===== src/rtl/sar_frame_pkg.sv =====
package sar_frame_pkg;

   // Number of preparatory cycles ahead of the search: zero sample,
   // offset compare, gain compare, input sample.
   localparam int PRE_LEN = 4;

   typedef enum logic [2:0] {
      PH_ZERO = 3'd0,
      PH_AZ   = 3'd1,
      PH_CAL  = 3'd2,
      PH_SAMP = 3'd3,
      PH_CONV = 3'd4,
      PH_XFER = 3'd5
   } sar_phase_e;

endpackage


===== src/rtl/sar_frame_timer.sv =====
module sar_frame_timer
   import sar_frame_pkg::*;
#(
   parameter int RES_BITS = 11,
   parameter int CNT_W    = 4
) (
   input  logic             clk,
   input  logic             rst,
   input  logic             start,
   output sar_phase_e       phase,
   output logic [CNT_W-1:0] step
);

   localparam int FRAME_LEN = PRE_LEN + RES_BITS + 1;
   localparam logic [CNT_W-1:0] LAST = CNT_W'(FRAME_LEN - 1);

   logic [CNT_W-1:0] cnt;

   always_ff @(posedge clk) begin
      if (rst || start)
         cnt <= '0;
      else if (cnt == LAST)
         cnt <= '0;
      else
         cnt <= cnt + 1'b1;
   end

   always_comb begin
      if (cnt == CNT_W'(0))
         phase = PH_ZERO;
      else if (cnt == CNT_W'(1))
         phase = PH_AZ;
      else if (cnt == CNT_W'(2))
         phase = PH_CAL;
      else if (cnt == CNT_W'(3))
         phase = PH_SAMP;
      else if (cnt == LAST)
         phase = PH_XFER;
      else
         phase = PH_CONV;
   end

   // Search step: 0 on the MSB trial cycle, RES_BITS-1 on the LSB cycle.
   assign step = cnt - CNT_W'(PRE_LEN);

endmodule


===== src/rtl/sar_frame_search.sv =====
module sar_frame_search
   import sar_frame_pkg::*;
#(
   parameter int RES_BITS = 11,
   parameter int CNT_W    = 4
) (
   input  logic                clk,
   input  logic                rst,
   input  logic                start,
   input  sar_phase_e          phase,
   input  logic [CNT_W-1:0]    step,
   input  logic                cmp,
   output logic [RES_BITS-1:0] code,
   output logic [RES_BITS-1:0] result
);

   localparam logic [CNT_W-1:0] STEP_LAST = CNT_W'(RES_BITS - 1);

   logic                in_conv;
   logic [RES_BITS-1:0] cur_mask;
   logic [RES_BITS-1:0] nxt_mask;

   assign in_conv = (phase == PH_CONV);

   for (genvar i = 0; i < RES_BITS; i++) begin : g_bit
      // Bit i is under test on step RES_BITS-1-i.
      assign cur_mask[i] = in_conv && (step == CNT_W'(RES_BITS - 1 - i));

      if (i == RES_BITS - 1) begin : g_top
         assign nxt_mask[i] = 1'b0;
      end else begin : g_low
         assign nxt_mask[i] = in_conv && (step == CNT_W'(RES_BITS - 2 - i));
      end

      always_ff @(posedge clk) begin
         if (rst || start)
            code[i] <= 1'b0;
         else if (phase == PH_SAMP)
            code[i] <= (i == RES_BITS - 1);
         else if (phase == PH_XFER)
            code[i] <= 1'b0;
         else if (cur_mask[i])
            code[i] <= cmp;
         else if (nxt_mask[i])
            code[i] <= 1'b1;
      end
   end

   always_ff @(posedge clk) begin
      if (rst)
         result <= '0;
      else if (!start && in_conv && step == STEP_LAST)
         result <= {code[RES_BITS-1:1], cmp};
   end

endmodule


===== src/rtl/sar_frame_corr.sv =====
module sar_frame_corr
   import sar_frame_pkg::*;
(
   input  logic       clk,
   input  logic       rst,
   input  logic       start,
   input  sar_phase_e phase,
   input  logic       cmp,
   output logic [1:0] up,
   output logic [1:0] dn
);

   // Channel 0 follows the offset compare, channel 1 the gain compare.
   logic [1:0] hit;
   assign hit[0] = (phase == PH_AZ);
   assign hit[1] = (phase == PH_CAL);

   for (genvar j = 0; j < 2; j++) begin : g_ch
      always_ff @(posedge clk) begin
         if (rst || start) begin
            up[j] <= 1'b0;
            dn[j] <= 1'b0;
         end else begin
            up[j] <= hit[j] && cmp;
            dn[j] <= hit[j] && !cmp;
         end
      end
   end

endmodule


===== src/rtl/sar_frame_seq.sv =====
module sar_frame_seq
   import sar_frame_pkg::*;
#(
   parameter int RES_BITS = 11
) (
   input  logic                clk,
   input  logic                rst,
   input  logic                start,
   input  logic                cmp,
   output logic                ph_zero,
   output logic                ph_az,
   output logic                ph_cal,
   output logic                ph_samp,
   output logic                ph_conv,
   output logic                xfer_stb,
   output logic [RES_BITS-1:0] dac_code,
   output logic                ofs_up,
   output logic                ofs_dn,
   output logic                gain_up,
   output logic                gain_dn,
   output logic [RES_BITS-1:0] result
);

   localparam int FRAME_LEN = PRE_LEN + RES_BITS + 1;
   localparam int CNT_W     = $clog2(FRAME_LEN);

   initial begin
      if (RES_BITS < 2)
         $fatal(1, "sar_frame_seq: RES_BITS must be at least 2");
   end

   sar_phase_e       phase;
   logic [CNT_W-1:0] step;
   logic [1:0]       corr_up;
   logic [1:0]       corr_dn;

   sar_frame_timer #(.RES_BITS(RES_BITS), .CNT_W(CNT_W)) u_timer (
      .clk   (clk),
      .rst   (rst),
      .start (start),
      .phase (phase),
      .step  (step)
   );

   sar_frame_search #(.RES_BITS(RES_BITS), .CNT_W(CNT_W)) u_search (
      .clk    (clk),
      .rst    (rst),
      .start  (start),
      .phase  (phase),
      .step   (step),
      .cmp    (cmp),
      .code   (dac_code),
      .result (result)
   );

   sar_frame_corr u_corr (
      .clk   (clk),
      .rst   (rst),
      .start (start),
      .phase (phase),
      .cmp   (cmp),
      .up    (corr_up),
      .dn    (corr_dn)
   );

   assign ph_zero  = (phase == PH_ZERO);
   assign ph_az    = (phase == PH_AZ);
   assign ph_cal   = (phase == PH_CAL);
   assign ph_samp  = (phase == PH_SAMP);
   assign ph_conv  = (phase == PH_CONV);
   assign xfer_stb = (phase == PH_XFER);

   assign ofs_up  = corr_up[0];
   assign ofs_dn  = corr_dn[0];
   assign gain_up = corr_up[1];
   assign gain_dn = corr_dn[1];

endmodule


===== config.mk =====
export PLATFORM = sky130hd
export DESIGN_NAME = sar_frame_seq
export DESIGN_NICKNAME = d
export VERILOG_FILES = /design/src/rtl/sar_frame_pkg.sv /design/src/rtl/sar_frame_timer.sv /design/src/rtl/sar_frame_search.sv /design/src/rtl/sar_frame_corr.sv /design/src/rtl/sar_frame_seq.sv
export SDC_FILE = /design/constraint.sdc
export NUM_CORES = 1
export LEC_CHECK = 0
export BUFFER_PORTS_ARGS = -buffer_cell sky130_fd_sc_hd__buf_4
export CORE_MARGIN = 2
export CORE_UTILIZATION = 47
export CTS_CLUSTER_DIAMETER = 120
export DETAILED_ROUTE_END_ITERATION = 6
export PLACE_DENSITY = 0.74
export RECOVER_POWER = 100
export SETUP_SLACK_MARGIN = 0.02
export SYNTH_ARGS = -nofsm -noshare
export SYNTH_HDL_FRONTEND = slang
export SYNTH_HIERARCHICAL = 1
export SYNTH_SLANG_ARGS = --single-unit

===== constraint.sdc =====
create_clock -name clk -period 2.6 [get_ports clk]
set_input_delay 0.39 -clock clk [delete_from_list [all_inputs] [get_ports clk]]
set_output_delay 0.39 -clock clk [all_outputs]
set_load 0.03 [all_outputs]

[Word-level counts from Yosys, hierarchy flattened]
Index checks and enable logic that the tools add are counted.
Operators by class
  mux-type cells: 28
  equality and inequality tests: 19
  reduce and logical (&&, ||, !) cells: 36
  add/subtract/negate cells: 2
Operators by type and width (count)
  2-to-1 mux 1 bit: 24
  nonzero test 2 bit: 10
  logical AND 1 bit: 17
  equality test 4 x 2 -> 1 bit (second input constant): 4
  equality test 4 x 3 -> 1 bit (second input constant): 4
  equality test 4 bit (second input constant): 4
  2-to-1 mux 3 bit: 4
  equality test 4 x 1 -> 1 bit (second input constant): 2
  zero test 4 bit: 2
  equality test 3 x 2 -> 1 bit (second input constant): 2
  equality test 3 bit (second input constant): 2
  adder 4 x 1 -> 4 bit (second input constant): 1
  subtractor 4 x 3 -> 4 bit (second input constant): 1
  equality test 3 x 1 -> 1 bit (second input constant): 1
  zero test 3 bit: 1
  nonzero test 3 bit: 1
  OR reduction 3 bit: 1
  zero test 1 bit: 2
  OR reduction 2 bit: 1
  logical OR 1 bit: 1
Word-level totals
  register bits after elaboration: 30

[Longest topological paths before layout]
Gate-level depths: netlist (run 1).
  depth in word-level cells: 11
  gate-level depth with buffers: 10
  depth with buffers taken out: 9

[Cells and area by module]
Netlist (run 1), hierarchy kept.
By module, submodules not included
  sar_frame_search: cells an instance 105, area an instance 1017.2 µm², sequential area each 440.4 µm², times used 1
  sar_frame_timer: cells an instance 34, area an instance 299.0 µm², sequential area each 80.1 µm², times used 1
  sar_frame_corr: cells an instance 12, area an instance 128.9 µm², sequential area each 80.1 µm², times used 1
  sar_frame_seq: cells an instance 6, area an instance 47.5 µm², sequential area each 0.0 µm², times used 1

[Worst setup path before layout (run 1)]
No wires, ideal clock.
  path type: flip-flop to output port
  from: reg u_timer.cnt[0]
  to: out ph_conv
  path buffers: 0
  slack: -151 ps
  arrival: 2361 ps
  data required time: 2210 ps
  stages on the path, launching flop included: 5
  cells stage by stage: dfxtp_1 > inv_1 > ha_1 > o41ai_2 > nor3b_1
RTL lines
  start: declaration: line sar_frame_timer.sv:17  | logic [CNT_W-1:0] cnt;
  start signal: assignment: line sar_frame_timer.sv:25  | cnt <= cnt + 1'b1;
  equality test 4 x 2 -> 1 bit: line sar_frame_timer.sv:35  | else if (cnt == CNT_W'(3))
  2-to-1 mux 3 bit: line sar_frame_timer.sv:35
  2-to-1 mux 3 bit: line sar_frame_timer.sv:33  | else if (cnt == CNT_W'(2))
  2-to-1 mux 3 bit: line sar_frame_timer.sv:31  | else if (cnt == CNT_W'(1))
  2-to-1 mux 3 bit (*): line sar_frame_timer.sv:29  | if (cnt == CNT_W'(0))
  net phase[2]: line sar_frame_seq.sv:32  | sar_phase_e phase;
  equality test 3 bit (*): line sar_frame_seq.sv:70  | assign ph_conv = (phase == PH_CONV);
  end: declaration: line sar_frame_seq.sv:14  | output logic ph_conv,
The timed path passes the listed nets; every way through them passes the cells marked *.

[Worst setup path in the final report (run 1)]
Ends and elaborated chain as after synthesis.

==> impl_metrics.csv, run 1 <==
group,metric,value,unit
run_status,status,"finished, final reports clean",
placed_design,place_area,0.001826,mm^2
worst_hold_path,hold_path_class,"in -> reg",
pwr,power.leakage,0.7875,nW
run,maxCapViolCount,0,
final_layout,final_net_count,213,
final_layout,drive_gt1_share,20.20,%
pwr,seq_power_share,58.3,%
sta,slew-limit-headroom,70.90,%
final_layout,diodes,0,
critical_path,worst-r2r-setup-slack,0.27,ns
clocking,clockRootBuffer,"clkbuf_4",
final_layout,fin_util,60.29,%
critical_path,path_max_fanout,8,
pwr,cellPowerDensity,436.6,mW/mm^2
synth,syn_area,0.001493,mm^2
detailed_routing,ant_nets,0,
placed_design,place_ws,0.09727,ns
synth,synth_fp_nets,167,
pwr,comb_power_share,11.5,%
die,io_pins,36,
detailed_routing,routed_wl,3.211,mm
synth,yosysWarnings,6,
clocking,cts_buffer_depth,2,
grt,grt_max_degree,16,
final_layout,synthToLayoutAreaGrowth,22.30,%
pwr,max-vdd-ir-drop,297.3,uV
critical_path,cp-end-kind,"output pin",
sta,finalCritPeriodShare,94.10,%
synth,ys_ff_latch,30,
sta,holdWs,0.3698,ns
detailed_routing,drtIter0Drc,34,
die,rows,20,
critical_path,crit_arrival,2.06,ns
synth,synthFlopType,"dfxtp_1",
worst_hold_path,min_path_cells,2,
final_layout,postLayoutCellArea,0.001826,mm^2
critical_path,cp-start-kind,"flop",
die,fp.dieW,60.36,um
sta,layout_min_cycle_time,2.446,ns
clocking,clk_pin_slew,0.09,ns
sta,fin_skew,0.007002,ns
grt,grt.overflow.total,0,
clocking,clock-sinks,30,
die,initial_utilization,49.30,%
critical_path,setup.worst_path.class,"reg -> out",
placed_design,port_buffers,35,
pwr,pwr-share-clk,30.2,%
placed_design,gp_congestion,0.8540,
clocking,hold_buffers,0,
final_layout,fillers,280,
sta,clock.fmax,408.7,MHz
placed_design,dp_hpwl,2.321,mm
die,core,0.003028,mm^2
synth,synth.distinct_cells,43,
grt,grt_pass1_vias,1199,
die,die_h,60.36,um
clocking,htreeDepth,2,
critical_path,rr_worst_depth,9,
grt,grt_pass1_wl,5.333,mm
sta,finalSetupViolations,0,
pwr,intPower,593.9,uW
sta,tightest_slew,0.4342,ns
detailed_routing,viasPerCell,5.247,
pwr,power.total,797.0,uW
sta,finalHoldViolations,0,
critical_path,critical_path_required,2.21,ns
synth,synth-edff-count,0,
detailed_routing,drc,0,
die,die_area,0.003643,mm^2
sta,layout_setup_ws,0.1535,ns
synth,async_flop_share,0,%
final_layout,final_common_cell,"nor2_1",
clocking,cts_tree,"built",
detailed_routing,num_vias,1296,
pwr,p_sw,203.1,uW
sta,setup_tns,0,ns
final_layout,fin_cells,247,
detailed_routing,detail_route.wl_per_cell,13.00,um
detailed_routing,dr.pass1.iters,4,
pwr,power_switching_share,25.48,%
clocking,clkLatencyLatePin,0.31,ns
grt,antenna_found_initial,0,
sta,maxSlewViolCount,0,
placed_design,place_inst,236,
grt,grt.total_usage,19.52,%
synth,synth_cells,157,
clocking,cts_buffers,5,
synth,syn_avg_cell_area,9.508,um^2
sta,rsz0062_at_grt,"no",
final_layout,final_cell_mix,"nor2_1, dfxtp_1, clkbuf_1",
synth,seq_area_frac_synth,40.23,%
-- cell type report --
| class | count | area (um^2) | area share [%] |
|---|---|---|---|
| multi-input cells | 113 | 848.3 | 46.47 |
| flip-flops and latches | 30 | 603.1 | 33.04 |
| repair buffers | 45 | 241.5 | 13.23 |
| well taps | 44 | 55.05 | 3.016 |
| clock buffers | 5 | 37.54 | 2.056 |
| inverters | 8 | 30.03 | 1.645 |
| clock inverters | 2 | 10.01 | 0.5483 |
-- worst paths after layout --
path                                   from                              end
setup / recovery  u_timer/cnt[0]$_SDFF_PP0_                          ph_conv
hold / removal                          rst  u_search/result[3]$_SDFFE_PP0P_
hold reg to reg   u_timer/cnt[0]$_SDFF_PP0_        u_timer/cnt[0]$_SDFF_PP0_
setup reg to reg  u_timer/cnt[0]$_SDFF_PP0_   u_search/code[10]$_SDFFE_PP0P_
-- registers in the layout, summed over array words and instances (netlist names) --
| register | cells |
|---|---|
| u_search/code | 11 |
| u_search/result | 11 |
| u_timer/cnt | 4 |
| u_corr/dn | 2 |
| u_corr/up | 2 |
-- cells by family (layout without fill, tap and decap cells) --
logic type	after synthesis	after routing	synth area share, %
muxes	16	16	10.73
DFF	30	30	40.23
AOI/OAI and AO/OA	18	18	9.389
buffers and inverters	14	60	4.861
xor gates and xnor gates	3	3	1.761
adders and majority gates	6	6	5.029
and+or+nand+nor	70	70	28.00
-- power groups by stage --
| stage | clock [mW] | combinational [mW] | sequential, mW |
|---|---|---|---|
| 3_5_place_dp | 0 | 0.0823 | 0.475 |
| 5_1_grt | 0.285 | 0.0987 | 0.465 |
| 4_1_cts | 0.252 | 0.0903 | 0.464 |
| 2_1_floorplan | 0 | 0.0543 | 0.476 |
| 3_3_place_gp | 0 | 0.0799 | 0.475 |
| 6_report | 0.241 | 0.0917 | 0.465 |
-- synth_stat cells, types with 2 or more instances --
cell       n  area, um^2
nand2b_1   3       18.77
ha_1       6       75.07
nand3_1    2       10.01
o22ai_1    3       18.77
nand3b_1   2       15.01
a31oi_1    2       12.51
a211oi_1   3       22.52
nor3b_1    3       22.52
nor3_1     2       10.01
nor2b_1    2       12.51
xnor2_1    2       17.52
nor3_2     2       20.02
nand2_1    9       33.78
buf_4      3       22.52
nor2_1    31       116.4
a21oi_1    2       10.01
and3b_2    2       20.02
dfxtp_1   30       600.6
inv_1      8       30.03
mux2i_1   16       160.2
and3_1     2       12.51
-- metal layers --
metal	wire length [um]	track usage [%]	vias to the layer above
li1	-	-	642
met1	1421	23.26	611
met2	1618	32.30	39
met3	142	8.102	4
met4	29	5.714	0
met5	0	0	-
-- critical path: stages (launching register included) --
cell,delay [ns]
dfxtp_2,0.39
inv_1,0.07
ha_1,0.26
o41ai_4,0.41
buf_4,0.21
nor3b_1,0.17
buf_2,0.23
-- timing repair --
| item | in CTS | in global routing |
|---|---|---|
| pin swaps | 0 | 0 |
| resized for setup | 0 | 6 |
| setup buffers | 4 | 0 |
| setup endpoints to repair | 1 | 19 |
No activity file was read; power rests on OpenSTA's default activity.
==> inputs of run 2 (changes only) <==
--- a/config.mk
+++ b/config.mk
@@ -7,10 +7,10 @@
 export LEC_CHECK = 0
 export BUFFER_PORTS_ARGS = -buffer_cell sky130_fd_sc_hd__buf_4
 export CORE_MARGIN = 2
-export CORE_UTILIZATION = 47
+export CORE_UTILIZATION = 50
 export CTS_CLUSTER_DIAMETER = 120
 export DETAILED_ROUTE_END_ITERATION = 6
-export PLACE_DENSITY = 0.74
+export PLACE_DENSITY = 0.75
 export RECOVER_POWER = 100
 export SETUP_SLACK_MARGIN = 0.02
 export SYNTH_ARGS = -nofsm -noshare
==> constraint.sdc (replaced) <==
create_clock -name clk -period 2.9 [get_ports clk]
set_input_delay 0.435 -clock clk [delete_from_list [all_inputs] [get_ports clk]]
set_output_delay 0.435 -clock clk [all_outputs]
set_load 0.03 [all_outputs]
==> impl_metrics.csv, run 2 (synthesis results as in run 1) <==
group,metric,value,unit
run_status,status,"complete, but fails checks",
run_status,violations,"design-rule violations",
grt,grt_pass1_vias,1205,
die,core,0.002805,mm^2
sta,fin_skew,0.003919,ns
detailed_routing,detail_route.wl_per_cell,13.96,um
final_layout,drive_gt1_share,16.16,%
sta,maxSlewViolCount,0,
critical_path,cp-end-kind,"output pin",
clocking,clock-sinks,30,
die,initial_utilization,53.21,%
sta,setup_tns,0,ns
clocking,cts_buffers,5,
critical_path,startpoint,"u_timer/cnt[0]$_SDFF_PP0_",
final_layout,final_common_cell,"nor2_1",
die,die_h,58.64,um
grt,grt.total_usage,20.66,%
pwr,power.total,705.9,uW
pwr,cellPowerDensity,406.2,mW/mm^2
detailed_routing,ant_nets,0,
clocking,clk_pin_slew,0.09,ns
worst_hold_path,hold_path_class,"in -> reg",
detailed_routing,drtIter0Drc,43,
detailed_routing,wl_met2,1.584,mm
grt,grt_pass1_wl,5.319,mm
placed_design,port_buffers,35,
pwr,max-vdd-ir-drop,337.0,uV
final_layout,diodes,0,
critical_path,crit_arrival,2.25,ns
detailed_routing,m1WireLength,1.379,mm
critical_path,path_max_fanout,11,
worst_hold_path,holdCritStartpoint,"rst",
sta,slew-limit-headroom,50.25,%
sta,tightest_slew,0.7405,ns
final_layout,final_cell_mix,"nor2_1, dfxtp_1, clkbuf_1",
grt,antenna_found_initial,0,
sta,holdWs,0.4120,ns
grt,grt.overflow.total,0,
detailed_routing,viasPerCell,5.541,
detailed_routing,drc,2,
clocking,hold_buffers,0,
sta,rsz0062_at_grt,"no",
critical_path,critical_path_required,2.47,ns
clocking,cts_buffer_depth,2,
die,fp.dieW,58.64,um
final_layout,top_regs,"u_search/code x11, u_search/result x11, u_timer/cnt x4",
final_layout,synthToLayoutAreaGrowth,16.43,%
die,die_area,0.003439,mm^2
sta,layout_min_cycle_time,2.687,ns
pwr,power.leakage,0.7676,nW
grt,grt_max_degree,16,
die,io_pins,36,
critical_path,cp-start-kind,"flop",
sta,finalCritPeriodShare,92.64,%
clocking,htreeDepth,2,
placed_design,dp_hpwl,2.344,mm
critical_path,r2r_start,"u_timer/cnt[0]$_SDFF_PP0_",
detailed_routing,num_vias,1269,
run,maxCapViolCount,0,
placed_design,gp_congestion,0.7858,
detailed_routing,dr.pass1.iters,6,
detailed_routing,top_layer,"met4",
detailed_routing,routed_wl,3.196,mm
clocking,clkLatencyLatePin,0.31,ns
detailed_routing,wl_met3,179,um
clocking,clockRootBuffer,"clkbuf_4",
critical_path,setup.worst_path.class,"reg -> out",
sta,finalHoldViolations,0,
die,rows,19,
sta,finalSetupViolations,0,
clocking,cts_tree,"built",
sta,clock.fmax,372.2,MHz
final_layout,final_net_count,208,
run 2: per-layer routing:
metal / vias to the layer above / global-route usage, %
li1: 632 / -
met5: - / 0
met1: 591 / 23.90
met2: 39 / 35.47
met3: 7 / 5.495
met4: 0 / 9.740
run 2: metrics by stage:
stage	instance area, um^2	cells	worst slack (ns)	util, %
floorplan	1493	157	0.1041	-
global placement	1789	222	0.5500	63.78
detailed placement	1789	222	0.3957	63.78
CTS	1837	229	0.1222	65.48
global route	1738	229	0.03554	61.95
finish	1738	229	0.2133	61.95
run 2: critical path: stages, from the launching register on:
cell and delay [ns]:
dfxtp_1 0.43, inv_1 0.09, ha_1 0.28, nand2b_1 0.19, o22ai_2 0.27, clkbuf_2 0.27, nor3b_1 0.21, buf_4 0.19
run 2: final timing paths:
| check | to | slack [ns] | cells after the start |
|---|---|---|---|
| max | ph_az | 0.21 | 7 |
| min | u_search/result[4]$_SDFFE_PP0P_ | 0.41 | 2 |
| max reg2reg | u_search/result[10]$_SDFFE_PP0P_ | 0.34 | 7 |
| min reg2reg | u_search/result[2]$_SDFFE_PP0P_ | 0.50 | 2 |
run 2: final cells by class:
| type | instances | area [um^2] |
|---|---|---|
| Clock buffer | 5 | 37.54 |
| Clock inverter | 2 | 10.01 |
| Fill cell | 266 | 1067 |
| Inverter | 8 | 30.03 |
| Multi-Input combinational cell | 113 | 829.5 |
| Sequential cell | 30 | 600.6 |
| Tap cell | 31 | 38.79 |
| Timing Repair Buffer | 40 | 191.4 |
run 2: timing repair:
item,in CTS,in global routing
gates resized for setup,0,2
buffers inserted,0,0
endpoints found under the setup margin,0,3
run 2: power by group:
group          switching [mW]  internal (mW)
logic                  0.0492         0.0250
clock network           0.129         0.0868
registers             0.00241          0.413
total                   0.181          0.525
